**src/rtl/spi_phase_master.sv**
```systemverilog
module spi_phase_master #(
  parameter int CMD_MAX  = 16,
  parameter int ADDR_MAX = 64,
  parameter int DATA_MAX = 32,
  parameter int DUM_W    = 6,
  parameter int DIV_W    = 8,
  localparam int CLW = $clog2(CMD_MAX + 1),
  localparam int ALW = $clog2(ADDR_MAX + 1),
  localparam int DLW = $clog2(DATA_MAX + 1)
) (
  input  logic                clk,
  input  logic                rst_n,
  input  logic                start,
  input  logic                full_duplex,
  input  logic [CLW-1:0]      cmd_len,
  input  logic [ALW-1:0]      addr_len,
  input  logic [DLW-1:0]      wr_len,
  input  logic [DUM_W-1:0]    dummy_len,
  input  logic [DLW-1:0]      rd_len,
  input  logic [DIV_W-1:0]    clk_div,
  input  logic [CMD_MAX-1:0]  cmd_word,
  input  logic [ADDR_MAX-1:0] addr_word,
  input  logic [DATA_MAX-1:0] tx_word,
  output logic [DATA_MAX-1:0] rx_word,
  output logic                busy,
  output logic                done,
  output logic                sclk,
  output logic                mosi,
  input  logic                miso,
  output logic                cs_n
);
  localparam int DUM_MAX = (1 << DUM_W) - 1;
  localparam int M1 = (CMD_MAX > DATA_MAX) ? CMD_MAX : DATA_MAX;
  localparam int M2 = (M1 > ADDR_MAX) ? M1 : ADDR_MAX;
  localparam int MAXL = (M2 > DUM_MAX) ? M2 : DUM_MAX;
  localparam int LW = $clog2(MAXL + 1);
  localparam int NPH = 5;
  localparam logic [2:0] PH_CMD = 3'd0, PH_ADR = 3'd1, PH_WR = 3'd2, PH_RD = 3'd4;

  typedef enum logic [1:0] {S_IDLE, S_LEAD, S_SHIFT, S_TAIL} st_t;

  st_t st;
  logic [2:0] ph;
  logic act;
  logic [LW-1:0] bcnt, rdlim_q;
  logic [DIV_W-1:0] hcnt, div_q;
  logic fd_q;
  logic [LW-1:0] len_in [NPH];
  logic [LW-1:0] len_q  [NPH];
  logic [NPH-1:0] nz_in, nz_q;
  logic [CMD_MAX-1:0] cmd_q;
  logic [ADDR_MAX-1:0] addr_q;
  logic [DATA_MAX-1:0] tx_q;
  logic tick, last_bit, store, dbit;
  logic [LW-1:0] cur_len, idx;
  logic [3:0] first_pick, next_pick;

  function automatic logic [3:0] pick(input logic [NPH-1:0] nz, input logic [2:0] from);
    logic [3:0] r;
    r = 4'd0;
    for (int i = NPH - 1; i >= 0; i--)
      if (3'(i) >= from && nz[i]) r = {1'b1, 3'(i)};
    return r;
  endfunction

  always_comb begin
    len_in[0] = (cmd_len  > CLW'(CMD_MAX))  ? LW'(CMD_MAX)  : LW'(cmd_len);
    len_in[1] = (addr_len > ALW'(ADDR_MAX)) ? LW'(ADDR_MAX) : LW'(addr_len);
    len_in[2] = (wr_len   > DLW'(DATA_MAX)) ? LW'(DATA_MAX) : LW'(wr_len);
    len_in[3] = full_duplex ? '0 : LW'(dummy_len);
    len_in[4] = full_duplex ? '0 : ((rd_len > DLW'(DATA_MAX)) ? LW'(DATA_MAX) : LW'(rd_len));
  end

  for (genvar g = 0; g < NPH; g++) begin : g_nz
    assign nz_in[g] = len_in[g] != '0;
    assign nz_q[g]  = len_q[g]  != '0;
  end

  assign tick       = hcnt == div_q;
  assign cur_len    = (ph < 3'(NPH)) ? len_q[ph] : '0;
  assign idx        = cur_len - LW'(1) - bcnt;
  assign last_bit   = bcnt == cur_len - LW'(1);
  assign first_pick = pick(nz_in, 3'd0);
  assign next_pick  = pick(nz_q, ph + 3'd1);
  assign store      = (ph == PH_RD) || (fd_q && ph == PH_WR && bcnt < rdlim_q);

  always_comb begin
    case (ph)
      PH_CMD:  dbit = cmd_q[idx[$clog2(CMD_MAX)-1:0]];
      PH_ADR:  dbit = addr_q[idx[$clog2(ADDR_MAX)-1:0]];
      PH_WR:   dbit = tx_q[idx[$clog2(DATA_MAX)-1:0]];
      default: dbit = 1'b0;
    endcase
  end

  assign mosi = act && (st == S_LEAD || st == S_SHIFT) && dbit;

  always_ff @(posedge clk or negedge rst_n) begin
    if (!rst_n) begin
      st <= S_IDLE; ph <= '0; act <= 1'b0; bcnt <= '0; hcnt <= '0;
      div_q <= '0; fd_q <= 1'b0; rdlim_q <= '0;
      for (int i = 0; i < NPH; i++) len_q[i] <= '0;
      cmd_q <= '0; addr_q <= '0; tx_q <= '0; rx_word <= '0;
      sclk <= 1'b0; cs_n <= 1'b1; busy <= 1'b0; done <= 1'b0;
    end else begin
      done <= 1'b0;
      if (st != S_IDLE) hcnt <= tick ? '0 : hcnt + DIV_W'(1);
      case (st)
        S_IDLE: if (start) begin
          for (int i = 0; i < NPH; i++) len_q[i] <= len_in[i];
          rdlim_q <= (rd_len > DLW'(DATA_MAX)) ? LW'(DATA_MAX) : LW'(rd_len);
          fd_q <= full_duplex; div_q <= clk_div;
          cmd_q <= cmd_word; addr_q <= addr_word; tx_q <= tx_word;
          {act, ph} <= first_pick;
          bcnt <= '0; hcnt <= '0; rx_word <= '0;
          cs_n <= 1'b0; busy <= 1'b1; st <= S_LEAD;
        end
        S_LEAD: if (tick) begin
          if (!act) st <= S_TAIL;
          else begin
            st <= S_SHIFT; sclk <= 1'b1;
            if (store) rx_word <= {rx_word[DATA_MAX-2:0], miso};
          end
        end
        S_SHIFT: if (tick) begin
          if (!sclk) begin
            sclk <= 1'b1;
            if (store) rx_word <= {rx_word[DATA_MAX-2:0], miso};
          end else begin
            sclk <= 1'b0;
            if (!last_bit) bcnt <= bcnt + LW'(1);
            else begin
              bcnt <= '0;
              {act, ph} <= next_pick;
              if (!next_pick[3]) st <= S_TAIL;
            end
          end
        end
        S_TAIL: if (tick) begin
          cs_n <= 1'b1; busy <= 1'b0; done <= 1'b1; act <= 1'b0; st <= S_IDLE;
        end
        default: st <= S_IDLE;
      endcase
    end
  end
endmodule

```
**config.mk**
```make
export PLATFORM = sky130hd
export DESIGN_NAME = spi_phase_master
export DESIGN_NICKNAME = d
export VERILOG_FILES = /design/src/rtl/spi_phase_master.sv
export SDC_FILE = /design/constraint.sdc
export NUM_CORES = 1
export LEC_CHECK = 0
export CORE_UTILIZATION = 30
export CTS_BUF_LIST = sky130_fd_sc_hd__clkbuf_8
export CTS_CLUSTER_SIZE = 24
export DETAILED_ROUTE_END_ITERATION = 7
export PLACE_DENSITY_LB_ADDON = 0.25
export SYNTH_ARGS = -nofsm -noshare
export SYNTH_HDL_FRONTEND = slang
export SYNTH_SLANG_ARGS = --single-unit
```
**constraint.sdc**
```tcl
create_clock -name clk -period 6.2 [get_ports clk]
set_clock_uncertainty 0.2 [all_clocks]
set_input_delay 0.93 -clock clk [delete_from_list [all_inputs] [get_ports clk]]
set_output_delay 0.93 -clock clk [all_outputs]
set_load 0.05 [all_outputs]
```
# [Yosys cells after proc, flatten, opt, wreduce, memory -nomap -nowiden]
# Cells that the tools add are included.
[totals] register_bits=220 out_inout_bits=37 elab_cells=171
[classes] n_addsub=5 magnitude_cmp=15 eq_ne=17 mux=75 n_bitwise=1 reduce_logical=37
[op_table] op="$mux W32" count=6
[op_table] op="$pmux W32 S3" count=1
[op_table] op="$reduce_bool A7 Y1" count=10
[op_table] op="$mux W7" count=9
[op_table] op="$mux W4" count=10
[op_table] op="$mux W8" count=4
[op_table] op="$bmux W7 S3" count=1
[op_table] op="$mux W1" count=18
[op_table] op="$mux W6" count=3
[op_table] op="$ne A2 B2 Y1 const B" count=9
[op_table] op="$mux W2" count=7
[op_table] op="$pmux W7 S2" count=1
[op_table] op="$gt A6 B6 Y1 const B" count=2
[op_table] op="$mux W3" count=4
[op_table] op="$reduce_and A6 Y1" count=2
[op_table] op="$logic_and A1 B1 Y1" count=9
[op_table] op="$add A8 B1 Y8 const B" count=1
[op_table] op="$eq A8 B8 Y1" count=1
[op_table] op="$pmux W2 S4" count=1
[op_table] op="$reduce_and A4 Y1" count=2
[op_table] op="$reduce_bool A2 Y1" count=4
[op_table] op="$add A7 B1 Y7 const B" count=1
[op_table] op="$eq A7 B7 Y1" count=1
[op_table] op="$gt A7 B7 Y1 const B" count=1
[op_table] op="other kinds (34)" count=42

# [Logic depth before layout (Yosys ltp)]
[depth] depth_word=13 mapped_depth=18

# [Worst setup path before layout]
# OpenSTA, ideal clock, no wires.
[synth_path] path_type="flip-flop to output port" from="reg ph[0]" to="out mosi" arrival_ns=4.868 required_ns=5.070 setup_slack_ns=0.202 stages_incl_launch_ff=15 cell_sequence="dfrtp_1 buf_6 inv_1 o21ai_0 a21o_1 ha_1 inv_1 fa_1 buf_2 buf_1 mux4_2 mux4_2 mux2i_1 mux2_2 o41ai_1"
[synth_via] elab_chain_cells=11
[synth_rtl] element="from (decl)" line_no="43" text="logic [2:0] ph;"
[synth_rtl] element="from (signal assigned)" line_no="114" text="{act, ph} <= first_pick;"
[synth_rtl] element="from (signal assigned)" line_no="134" text="{act, ph} <= next_pick;"
[synth_rtl] element="$not A3 Y4 (not written as such)" line_no="80" text="assign cur_len = (ph < 3'(NPH)) ? len_q[ph] : '0;"
[synth_rtl] element="$bmux W7 S3" line_no="80"
[synth_rtl] element="$mux W7 (not written as such) (2 in a row)" line_no="80"
[synth_rtl] element="$mux W7" line_no="80"
[synth_rtl] element="$sub A7 B1 Y7"
[synth_rtl] element="$sub A6 B6 Y6" line_no="81" text="assign idx = cur_len - LW'(1) - bcnt;"
[synth_rtl] element="$bmux W1 S6 (tied with other cells)" line_no="90" text="PH_ADR: dbit = addr_q[idx[$clog2(ADDR_MAX)-1:0]];"
[synth_rtl] element="$mux W1, on equally long branches" line_no="90, 89, 91"
[synth_rtl] element="$pmux W1 S3 *" line_no="88" text="case (ph)"
[synth_rtl] element="$logic_and A1 B1 Y1 *" line_no="96" text="assign mosi = act && (st == S_LEAD || st == S_SHIFT) && dbit;"
[synth_rtl] element="to (decl)" line_no="28" text="output logic mosi,"
# Mark *: on every way between the ends. The rest lies on a longest branch, timed or not. The select of a mux whose other input is x is not followed.

# [Worst setup path after layout]
[layout_path] from="reg ph[2]" to="out mosi"
# Same word-level chain as after synthesis.

==> summary.txt <==
Timing
  • # setup viols final: 0
  • Fmax achieved: 167 MHz
  • Final worst-path cycle share: 96.5%
  • Final Hold Viols: 0
  • Tmin final: 5980 ps
  • Fin. max-slew vios: 0
  • Measured slew at the worst slew-check pin: 982 ps
  • RSZ-0062 raised after global routing: no
  • Setup TNS: 0 ps
  • Slew margin rel.: 34.5%

Synth
  • Post-synthesis sequential area ratio: just under 50%
  • Post-synth ARST share: 100%
  • Synthesized flop and latch total: 214
  • Synth Flop Type: dfrtp_1
  • Mapped Area: 10900 µm²
  • EDFF count, synth: 0
  • Synth warn: 0
  • Gate count after technology mapping: slightly above 900
  • Unique masters post-synth: 65
  • Syn Area/Cell: 11.8 µm²
  • Post-Syn Nets: 1106

Clock tree
  • CTS tree: built
  • Num CTS Buffers: slightly above 40
  • Clock latency on the worst-skew pair: between 500 and 600 ps
  • H-tree depth: 2
  • Sink Count: ~210
  • Root Driver: clkbuf_8
  • Clock buffer depth: 3
  • Worst-path clk slew: 60 ps

Global route
  • Tot GR Track Use: 15.6%
  • Global-route wire length before repair: roughly 45 mm
  • Largest net degree at the start of global routing: about 190
  • Antenna violations before repair: 1
  • Number of global-route vias before repair: 8027
  • GRT overflow: 0

Layout
  • Area of the multi-input gates: 5200 µm²
  • Area growth syn-to-layout: 31.0%
  • Ratio of cells with drive above 1 in the final layout: 23.6%
  • Reg area: ~5400 µm²
  • Commonest non-fill, non-tap cells in the layout: dfrtp_1, clkdlybuf4s50_1, mux2_2, nand2_1, inv_1
  • Fill cell count: approximately 3500
  • # nets final: 1311
  • Commonest non-fill, non-tap cell in the layout: dfrtp_1

Outcome
  • Failing checks: design-rule violations
  • Status: finished with violations

Route
  • Drt total wl: 28.4 mm
  • Via count: 7755
  • DR WL/cell: 17.4 µm
  • Residual DRC: 18
  • DRT antenna net count: 0
  • First drt pass iteration count: 7
  • Starting DRC count in detailed routing: 393
  • Routed vias/inst: 4.77

Floorplanning
  • Io pins: 192
  • Row count: 69
  • Core region area: 35700 µm²
  • Starting Density: 30.6%
  • Die Span Y: 193 µm
  • DIE AREA: 37300 µm²
  • Die X: 193 µm

Power
  • P_int: 5990 µW
  • Switching pwr: approximately 3900 µW
  • Power Total: 9930 µW
  • Power per cell area: 692 nW/µm²
  • Leak pwr: 0.00591 µW
  • Maximum VDD drop: 0.468 mV
  • Switching share of power: 39.7%
  • Comb power frac: 59.2%
  • Sequential power share: between 20% and 30%
  • Clock power share: around 16%

Critical path
  • CP endpoint kind: output port
  • Startpoint Class: flip-flop
  • WP data arrival: approximately 4900 ps
  • CP Class: reg2out
  • Crit-path max FO: 15
  • Worst EP required: around 5100 ps

Placement
  • Hpwl dp: about 20 mm
  • Routability cong.: approximately 0.82
  • Port Buffers: between 150 and 200

Job
  • Max Cap Viol: 0

Hold path
  • Worst hold path type: in2async
-- critical path, cell delays in order (launching register included) --
cell	delay (ps)
dfrtp_2	490
buf_4	220
or3_1	350
o21ai_0	170
a21o_1	220
ha_1	230
inv_1	130
fa_2	500
buf_4	190
mux4_2	280
mux4_2	500
mux2_2	300
a22oi_1	190
or4_1	150
o41ai_2	60
buf_4	160
buf_12	140
-- flip-flops by register name, indices dropped and copies added (netlist names), 2 cells and up --
register,cells
hcnt,8
len_q,30
cmd_q,16
st,2
rx_word,32
addr_q,64
rdlim_q,6
tx_q,32
bcnt,7
div_q,8
ph,3
-- power by group through the flow --
stage | Sequential (µW) | Combinational, µW | Clock, µW
after floorplan | 2620 | 4080 | 0
after global placement | 2530 | 5690 | 0
after detailed placement | 2530 | 5770 | 0
after CTS | 2510 | 5820 | 1600
after global routing | 2590 | 6420 | 1660
final | 2500 | 5880 | 1550
-- metrics by stage --
stage               instances  cell area [µm²]  hold WS (ps)  setup slack (ps)  util [%]
floorplan                 927            10900           250               202         -
global placement         1547            13400           271               581      37.4
detailed placement       1547            13400           277               536      37.4
CTS                      1622            14300           228              16.9      40.0
global route             1625            14300           267              16.2      40.1
finish                   1626            14300           223               220      40.1
-- what timing repair did --
| action | CTS | global route |
|---|---|---|
| pin swaps | 1 | 1 |
| resized for setup | 2 | 3 |
| setup endpoints to repair | 1 | 1 |
| hold buffers | 0 | 0 |
| buffers inserted | 0 | 3 |
-- cells in the mapped netlist, types with 5 or more instances --
master / n / area (µm²)
mux4_2: 34 / 766
nand3_1: 8 / 40.0
nand2_1: 91 / 342
buf_6: 8 / 90.1
dfrtp_1: 213 / 5330
inv_1: 54 / 203
mux2_2: 128 / 1440
and3_1: 6 / 37.5
nor4_1: 7 / 43.8
clkbuf_1: 27 / 101
a21oi_1: 22 / 110
nor2_1: 30 / 113
nor2b_1: 7 / 43.8
a21oi_2: 5 / 43.8
mux2i_1: 40 / 400
xor2_1: 6 / 52.6
o21ai_0: 53 / 265
ha_1: 23 / 288
a22o_1: 9 / 78.8
a21o_1: 9 / 67.6
nand2b_1: 43 / 269
buf_2: 7 / 35.0
nor3_1: 13 / 65.1
xnor2_1: 14 / 123
-- area by class of cell --
cell class	count	area share, %
flip-flops and latches	214	37.4
clock buffers	53	5.08
well taps	461	4.02
clock inverters	22	1.36
inverters	54	1.41
multi-input cells	613	36.3
repair buffers	208	14.5
diodes	1	0.0174
-- cells by family after synthesis --
logic type                 share of synthesized area (%)
xor gates and xnor gates                            1.81
buffers and inverters                               4.06
AOI/OAI and AO/OA                                   8.00
muxes                                               24.0
DFF                                                 48.9
adders and majority gates                           2.81
and+or+nand+nor                                     10.4
-- path summary, 6_finish.rpt --
check,startpoint,endpoint,slack [ps],depth (start not counted)
worst max-delay path,ph[2]$_DFFE_PN0P_,mosi,220,16
worst min-delay path,rst_n,addr_q[56]$_DFFE_PN0P_,220,1
worst max register to register,ph[2]$_DFFE_PN0P_,act$_DFFE_PN0P_,2060,11
worst min register to register,rdlim_q[4]$_DFFE_PN0P_,rdlim_q[4]$_DFFE_PN0P_,280,2
max in group asynchronous,rst_n,tx_q[23]$_DFFE_PN0P_,4230,2
min in group clk,rdlim_q[4]$_DFFE_PN0P_,rdlim_q[4]$_DFFE_PN0P_,280,2
-- routing by layer --
metal / share of wire [%] / vias up / global-route usage (%)
li1: - / 3708 / -
met2: 46 / 207 / 24.6
met5: 0 / - / 0
met1: 47 / 3798 / 22.0
met3: 5.5 / 42 / 2.97
met4: 1.8 / 0 / 4.15
(Power assumes the default switching activity.)
